**src/rtl/tmr_pkg.sv**
```systemverilog
package tmr_pkg;

  typedef enum logic [1:0] {
    MODE_13     = 2'd0,
    MODE_16     = 2'd1,
    MODE_RELOAD = 2'd2,
    MODE_SPLIT  = 2'd3
  } tmr_mode_e;

  // one configuration nibble per timer
  typedef struct packed {
    logic      gate;
    logic      ext;
    tmr_mode_e mode;
  } tmr_cfg_t;

  localparam int unsigned NUM_TMR  = 2;
  localparam int unsigned CFG_BITS = 4;
  localparam int unsigned PRE_BITS = 5;

  localparam logic [2:0] ADDR_T0_LO = 3'd0;
  localparam logic [2:0] ADDR_T0_HI = 3'd1;
  localparam logic [2:0] ADDR_T1_LO = 3'd2;
  localparam logic [2:0] ADDR_T1_HI = 3'd3;
  localparam logic [2:0] ADDR_CFG   = 3'd4;
  localparam logic [2:0] ADDR_CTRL  = 3'd5;

endpackage

```
**src/rtl/tmr_tick.sv**
```systemverilog
module tmr_tick #(
  parameter int unsigned DIV = 12
) (
  input  logic clk,
  input  logic rst_n,
  output logic tick
);
  localparam int unsigned CW = (DIV > 2) ? $clog2(DIV) : 1;
  localparam logic [CW-1:0] LAST = CW'(DIV - 1);

  logic [CW-1:0] cnt_q, cnt_d;

  always_comb begin
    tick  = (cnt_q == LAST);
    cnt_d = tick ? '0 : cnt_q + 1'b1;
  end

  always_ff @(posedge clk or negedge rst_n) begin
    if (!rst_n) cnt_q <= '0;
    else        cnt_q <= cnt_d;
  end
endmodule

```
**src/rtl/tmr_edge.sv**
```systemverilog
module tmr_edge (
  input  logic clk,
  input  logic rst_n,
  input  logic tick,
  input  logic pin,
  output logic fall
);
  logic smp_q;

  assign fall = tick & smp_q & ~pin;

  always_ff @(posedge clk or negedge rst_n) begin
    if (!rst_n)    smp_q <= 1'b0;
    else if (tick) smp_q <= pin;
  end
endmodule

```
**src/rtl/tmr_unit.sv**
```systemverilog
module tmr_unit
  import tmr_pkg::*;
#(
  parameter bit SPLIT = 1'b1,
  parameter int unsigned W = 8
) (
  input  logic         clk,
  input  logic         rst_n,
  input  tmr_mode_e    mode,
  input  logic         inc_lo,
  input  logic         inc_hi,
  input  logic         wr_lo,
  input  logic         wr_hi,
  input  logic [W-1:0] wr_data,
  output logic [W-1:0] lo,
  output logic [W-1:0] hi,
  output logic         ovf_main,
  output logic         ovf_hi
);
  localparam logic [W-1:0]        ONES  = '1;
  localparam logic [PRE_BITS-1:0] PONES = '1;

  logic [W-1:0] lo_q, hi_q, lo_d, hi_d;
  logic [W-1:0] sp_lo, sp_hi;
  logic         sp_ovf_lo, sp_ovf_hi;

  // variant chosen for mode 3
  if (SPLIT) begin : g_split
    always_comb begin
      sp_lo     = inc_lo ? lo_q + 1'b1 : lo_q;
      sp_hi     = inc_hi ? hi_q + 1'b1 : hi_q;
      sp_ovf_lo = inc_lo & (lo_q == ONES);
      sp_ovf_hi = inc_hi & (hi_q == ONES);
    end
  end else begin : g_hold
    logic unused_inc;
    assign unused_inc = inc_hi;
    always_comb begin
      sp_lo     = lo_q;
      sp_hi     = hi_q;
      sp_ovf_lo = 1'b0;
      sp_ovf_hi = 1'b0;
    end
  end

  always_comb begin
    lo_d     = lo_q;
    hi_d     = hi_q;
    ovf_main = 1'b0;
    ovf_hi   = 1'b0;
    unique case (mode)
      MODE_13: if (inc_lo) begin
        lo_d[PRE_BITS-1:0] = lo_q[PRE_BITS-1:0] + 1'b1;
        if (lo_q[PRE_BITS-1:0] == PONES) begin
          hi_d     = hi_q + 1'b1;
          ovf_main = (hi_q == ONES);
        end
      end
      MODE_16: if (inc_lo) begin
        {hi_d, lo_d} = {hi_q, lo_q} + 1'b1;
        ovf_main     = (hi_q == ONES) && (lo_q == ONES);
      end
      MODE_RELOAD: if (inc_lo) begin
        if (lo_q == ONES) begin
          lo_d     = hi_q;
          ovf_main = 1'b1;
        end else begin
          lo_d = lo_q + 1'b1;
        end
      end
      MODE_SPLIT: begin
        lo_d     = sp_lo;
        hi_d     = sp_hi;
        ovf_main = sp_ovf_lo;
        ovf_hi   = sp_ovf_hi;
      end
      default: ;
    endcase
    if (wr_lo) lo_d = wr_data;
    if (wr_hi) hi_d = wr_data;
  end

  always_ff @(posedge clk or negedge rst_n) begin
    if (!rst_n) begin
      lo_q <= '0;
      hi_q <= '0;
    end else begin
      lo_q <= lo_d;
      hi_q <= hi_d;
    end
  end

  assign lo = lo_q;
  assign hi = hi_q;
endmodule

```
**src/rtl/tmr_pair.sv**
```systemverilog
module tmr_pair
  import tmr_pkg::*;
#(
  parameter int unsigned DIV = 12
) (
  input  logic       clk,
  input  logic       rst_n,
  input  logic       wr_en,
  input  logic [2:0] addr,
  input  logic [7:0] wr_data,
  output logic [7:0] rd_data,
  input  logic [1:0] cnt_pin,
  input  logic [1:0] gate_pin,
  input  logic [1:0] ack,
  output logic [1:0] ovf
);
  localparam int unsigned CFGW = NUM_TMR * CFG_BITS;

  logic            tick;
  logic [CFGW-1:0] cfg_q, cfg_d;
  logic [1:0]      run_q, run_d, flag_q, flag_d;
  logic [1:0]      fall, en, inc, set_flag;
  logic [1:0]      ovf_main, ovf_hi;
  logic [7:0]      cnt_lo [NUM_TMR];
  logic [7:0]      cnt_hi [NUM_TMR];
  tmr_cfg_t        cfg [NUM_TMR];
  logic            wr_cfg, wr_ctrl, t0_split;

  tmr_tick #(.DIV(DIV)) u_tick (.clk(clk), .rst_n(rst_n), .tick(tick));

  assign wr_cfg   = wr_en && (addr == ADDR_CFG);
  assign wr_ctrl  = wr_en && (addr == ADDR_CTRL);
  assign t0_split = (cfg[0].mode == MODE_SPLIT);

  for (genvar i = 0; i < NUM_TMR; i++) begin : g_tmr
    localparam logic [2:0] A_LO = 3'(2 * i);
    localparam logic [2:0] A_HI = 3'(2 * i + 1);
    logic inc_hi_i;

    assign cfg[i] = tmr_cfg_t'(cfg_q[CFG_BITS*i +: CFG_BITS]);

    tmr_edge u_edge (
      .clk(clk), .rst_n(rst_n), .tick(tick), .pin(cnt_pin[i]), .fall(fall[i])
    );

    assign en[i]  = run_q[i] & (~cfg[i].gate | gate_pin[i]);
    assign inc[i] = en[i] & (cfg[i].ext ? fall[i] : tick);

    if (i == 0) begin : g_hi_src
      assign inc_hi_i = run_q[1] & tick;
    end else begin : g_hi_none
      assign inc_hi_i = 1'b0;
    end

    tmr_unit #(.SPLIT(i == 0), .W(8)) u_unit (
      .clk      (clk),
      .rst_n    (rst_n),
      .mode     (cfg[i].mode),
      .inc_lo   (inc[i]),
      .inc_hi   (inc_hi_i),
      .wr_lo    (wr_en && (addr == A_LO)),
      .wr_hi    (wr_en && (addr == A_HI)),
      .wr_data  (wr_data),
      .lo       (cnt_lo[i]),
      .hi       (cnt_hi[i]),
      .ovf_main (ovf_main[i]),
      .ovf_hi   (ovf_hi[i])
    );
  end

  // flag sources; timer 0 in split mode takes over flag 1
  assign set_flag[0] = ovf_main[0];
  assign set_flag[1] = t0_split ? ovf_hi[0] : (ovf_main[1] | ovf_hi[1]);

  always_comb begin
    cfg_d  = wr_cfg  ? wr_data : cfg_q;
    run_d  = wr_ctrl ? wr_data[1:0] : run_q;
    flag_d = flag_q;
    for (int i = 0; i < NUM_TMR; i++) begin
      if (ack[i])                   flag_d[i] = 1'b0;
      if (wr_ctrl && wr_data[2+i])  flag_d[i] = 1'b0;
      if (set_flag[i])              flag_d[i] = 1'b1;
    end
  end

  always_ff @(posedge clk or negedge rst_n) begin
    if (!rst_n) begin
      cfg_q  <= '0;
      run_q  <= '0;
      flag_q <= '0;
    end else begin
      cfg_q  <= cfg_d;
      run_q  <= run_d;
      flag_q <= flag_d;
    end
  end

  always_comb begin
    unique case (addr)
      ADDR_T0_LO: rd_data = cnt_lo[0];
      ADDR_T0_HI: rd_data = cnt_hi[0];
      ADDR_T1_LO: rd_data = cnt_lo[1];
      ADDR_T1_HI: rd_data = cnt_hi[1];
      ADDR_CFG:   rd_data = cfg_q;
      ADDR_CTRL:  rd_data = {4'b0, flag_q, run_q};
      default:    rd_data = 8'h00;
    endcase
  end

  assign ovf = flag_q;
endmodule

```
**config.mk**
```make
export PLATFORM = sky130hd
export DESIGN_NAME = tmr_pair
export DESIGN_NICKNAME = d
export VERILOG_FILES = /design/src/rtl/tmr_pkg.sv /design/src/rtl/tmr_tick.sv /design/src/rtl/tmr_edge.sv /design/src/rtl/tmr_unit.sv /design/src/rtl/tmr_pair.sv
export SDC_FILE = /design/constraint.sdc
export NUM_CORES = 1
export LEC_CHECK = 0
export BUFFER_PORTS_ARGS = -buffer_cell sky130_fd_sc_hd__buf_2
export CELL_PAD_IN_SITES_DETAIL_PLACEMENT = 0
export CELL_PAD_IN_SITES_GLOBAL_PLACEMENT = 1
export CORE_MARGIN = 2
export CORE_UTILIZATION = 40
export DETAILED_ROUTE_END_ITERATION = 6
export GPL_TIMING_DRIVEN = 0
export PLACE_DENSITY = 0.81
export SLEW_MARGIN = 20
export SYNTH_ARGS = -nofsm -noshare
export SYNTH_HDL_FRONTEND = slang
export SYNTH_SLANG_ARGS = --single-unit
```
**constraint.sdc**
```tcl
create_clock -name clk -period 2.2 [get_ports clk]
set_clock_uncertainty 0.2 [all_clocks]
set_input_delay 0.33 -clock clk [delete_from_list [all_inputs] [get_ports clk]]
set_output_delay 0.33 -clock clk [all_outputs]
set_load 0.02 [all_outputs]
```
==> results.txt <==
----------------------------------------------------
[Placed design]
  I/O Buffers ... 27
  Worst slack, placed ... -433 ps
  Instance area at placement ... 3980 um2
  Post-detailed-placement half-perimeter wirelength ... 8280 um
  Placer congestion estimate ... between 0.8 and 0.9

[Routing]
  Pre-antenna DRT Iters ... 6
  Total vias in the final route ... approximately 3600
  Total Routed Length ... 12100 um
  Remaining DRCs ... 0
  Routed length per placed instance ... 20.1 um
  Antenna violation net count after detailed routing ... 0
  DR iter-0 viols ... 375
  Via-to-Cell Ratio ... 6.05

[Floorplan]
  Area of the die ... 9920 um2
  Rows ... 34
  Horizontal die dimension ... 99.6 um
  Boundary pin count ... 30
  Die H ... 99.6 um
  Core area ... 8810 um2
  Initial cell density of the core ... 41.5%

[Synthesis]
  Post-synthesis compound-gate area fraction ... 22.5%
  Cell type with the largest total area after synthesis ... sky130_fd_sc_hd__dfrtp_1
  Count of mapped cells out of synthesis ... ~430
  Most common flop cell mapped by yosys ... sky130_fd_sc_hd__dfrtp_1
  Share of the yosys chip area belonging to registers ... around a third
  Top area cells in the synthesized netlist ... sky130_fd_sc_hd__dfrtp_1 34%, sky130_fd_sc_hd__nand2_1 5.6%, sky130_fd_sc_hd__ha_1 5.5%
  Largest family of logic cells by synthesized area ... compound AO/OA/AOI/OAI gates
  Post-Syn Area per Cell ... 8.54 um2
  Yosys Warn Count ... 0
  Synthesis-stage register bit count ... 50
  Post-synth cell types ... 57
  Post-synthesis instance area ... 3650 um2
  Post-Synth Adder-Cell Area ... 5.48%
  Library cell with the highest instance count after synthesis ... sky130_fd_sc_hd__nand2_1
  Simple-gate area share of the yosys netlist ... about a fifth
  Nets in the synthesized netlist ... 464
  Post-synth ARST share ... 100%
  Mux cell area share after synthesis ... under 10%
  Post-synthesis xor/xnor area fraction ... 4.79%
  Top cells by count, synth ... 55 x sky130_fd_sc_hd__nand2_1, 50 x sky130_fd_sc_hd__dfrtp_1, 27 x sky130_fd_sc_hd__nor2_1, 26 x sky130_fd_sc_hd__o21ai_0, 21 x sky130_fd_sc_hd__o21ai_1
  Top cell type's share of synthesized area ... 34.2%
  Number of enable flip-flop cells after synthesis ... 0

[Global routing]
  First-pass GRT wire length ... 18700 um
  GRT Residual Overflow ... 0
  Number of global-route vias before repair ... 3389
  Overall global routing resource usage ... around a quarter
  Maximum number of pins on one net before global-route repair ... 51
  Number of antenna violations at the first check in global routing ... 0

[Clock network]
  Clock transition at the registers of the reported paths ... approximately 100 ps
  Buffer type at the clock tree root ... sky130_fd_sc_hd__clkbuf_8
  Buffer depth of the longest clock path ... 2
  Number of CTS-inserted buffers ... 5
  Maximum level of the CTS H-tree ... 2
  Clock latency on the worst-skew pair ... 310 ps
  Clock tree sinks ... 50
  TritonCTS clock tree ... yes

[Setup path]
  CP startpoint kind ... flop
  Worst Setup Path Type ... reg2reg
  Crit path required time ... approximately 2200 ps
  Worst Setup End Kind ... flop
  Cells on worst reg2reg path ... 8
  Worst endpoint data arrival time ... 2380 ps
  Worst-path maximum fanout ... 3
  Worst R2R Setup Slack ... -180 ps

[Run status]
  Violations in the final reports ... negative setup slack
  Run status ... finished with violations

[Pwr]
  Comb power frac ... between 50% and 60%
  Net switching power ... 2.02 mW
  Internal Dissipation ... between 2 and 3 mW
  Max rail drop VDD ... 507 uV
  Portion of total power attributed to the clock network ... 12.9%
  Lkg Pwr ... 1.84 nW
  Switch share ... 43.7%
  Reg power frac ... between 30% and 40%
  Areal power density over the cells ... 1010 nW/um2

[Final layout]
  Post-route design area ... approximately 4600 um2
  Number of inserted diodes ... 0
  Total Nets Final ... between 500 and 600
  Fillers ... 831
  Area Growth Syn to Fin ... 25.2%
  Fraction of final layout cells with drive strength greater than 1 ... 31.6%

[STA]
  Max-slew violations ... 0
  RSZ-0062 raised after global routing ... true
  Final worst-path cycle share ... 108%
  Max-slew headroom at the worst pin ... between 50% and 60%
  Endpoints failing hold ... 0
  Final critical delay including setup and external delays ... 2380 ps
  Final Setup Violations ... 8
  Actual slew at the worst max-slew pin ... 679 ps
  Minimum setup slack in the final design ... -180 ps
  Fin Setup TNS ... -560 ps
  Fmax ... 420 MHz

[Worst hold path]
  Number of instances on the worst hold path ... 2
  Type of the most critical hold path ... in2reg

[Job]
  Max-cap viol count ... 0

----------------------------------------------------
==> cells by family (layout without fill, tap and decap cells) <==
| logic type | Yosys count | count (layout) |
|---|---|---|
| AO/OA/AOI/OAI | 127 | 128 |
| XOR/XNOR | 20 | 20 |
| adder cells (fa/ha/maj) | 16 | 16 |
| buffers and inverters | 42 | 107 |
| flip-flops | 50 | 50 |
| multiplexers | 25 | 25 |
| AND/OR/NAND/NOR | 148 | 148 |
==> power groups by stage <==
stage | Combinational, mW | Sequential, mW | Clock (mW)
global placement | 1.77 | 1.66 | 0
floorplan | 1.42 | 1.49 | 0
finish | 2.31 | 1.70 | 0.596
detailed placement | 1.83 | 1.67 | 0
global route | 2.56 | 1.73 | 0.635
CTS | 2.04 | 1.68 | 0.601
==> worst max-delay path, cell delays in order, from the launching register on <==
cell and delay, ps:
sky130_fd_sc_hd__dfrtp_2 400, sky130_fd_sc_hd__ha_4 140, sky130_fd_sc_hd__and3_4 190, sky130_fd_sc_hd__ha_4 150
sky130_fd_sc_hd__mux2i_4 80, sky130_fd_sc_hd__a2111oi_4 390, sky130_fd_sc_hd__buf_4 180, sky130_fd_sc_hd__mux2_4 280
sky130_fd_sc_hd__mux2_2 260
==> layer usage <==
layer / up-vias / track usage [%] / part of all wire [%]
li1: 1700 / - / -
met3: 31 / 2.39 / 5.0
met5: - / 0 / 0
met4: 0 / 7.06 / 3.7
met2: 136 / 37.2 / 44
met1: 1774 / 36.4 / 48
==> cell usage in the layout, fill, tap and decap left out, drive strengths merged, types with 8 or more instances in the layout <==
cell,instances
inv,17
nand3,11
a31oi,9
buf,67
a22oi,9
a21oi,20
o21ai,49
nand2,55
nand4,11
nor2,27
dfrtp,50
o22ai,12
xor2,8
mux2,17
ha,16
xnor2,12
clkbuf,20
nor3,8
==> layout make-up <==
| type | count | area [um2] | share of cell area (%) |
|---|---|---|---|
| Sequential cell | 50 | 1270 | 27.7 |
| Clock buffer | 6 | 82.6 | 1.80 |
| Clock inverter | 2 | 12.5 | 0.273 |
| Multi-Input combinational cell | 337 | 2490 | 54.4 |
| Inverter | 17 | 63.8 | 1.39 |
| Tap cell | 108 | 135 | 2.95 |
| Buffer | 21 | 121 | 2.65 |
| Timing Repair Buffer | 61 | 405 | 8.86 |
==> stage by stage <==
step / std cells / total power, mW / util [%] / hold slack (ps)
floorplan: 428 / 2.92 / - / -166
global placement: 563 / 3.44 / 45.2 / 250
detailed placement: 563 / 3.50 / 45.2 / 224
CTS: 590 / 4.32 / 49.4 / 59.2
global route: 602 / 4.93 / 52.0 / 61.9
finish: 602 / 4.61 / 52.0 / 60.4
==> final timing paths <==
path                                  startpoint                     to
max in group asynchronous                  rst_n  g_tmr[1].u_unit.lo[0]
min                                   cnt_pin[1]  g_tmr[1].u_edge.smp_q
max reg2reg                g_tmr[1].u_unit.lo[1]  g_tmr[1].u_unit.hi[1]
max                        g_tmr[1].u_unit.lo[1]  g_tmr[1].u_unit.hi[1]
min reg2reg                g_tmr[0].u_edge.smp_q  g_tmr[0].u_edge.smp_q
min in group asynchronous                  rst_n  g_tmr[0].u_unit.hi[3]
==> state kept, by name, summed over array words and instances, names as in the netlist <==
register / cells
g_tmr.u_unit.hi: 16
g_tmr.u_unit.lo: 16
cfg_q: 8
u_tick.cnt_q: 4
g_tmr.u_edge.smp_q: 2
ovf: 2
run_q: 2
==> what timing repair did <==
action	in CTS	in global routing
hold endpoints to repair	50	0
hold buffers	1	0
gates resized for setup	36	45
cloned	0	1
pin swaps	12	23
buffers inserted	21	12
endpoints found under the setup margin	39	37
(Power assumes the default switching activity.)
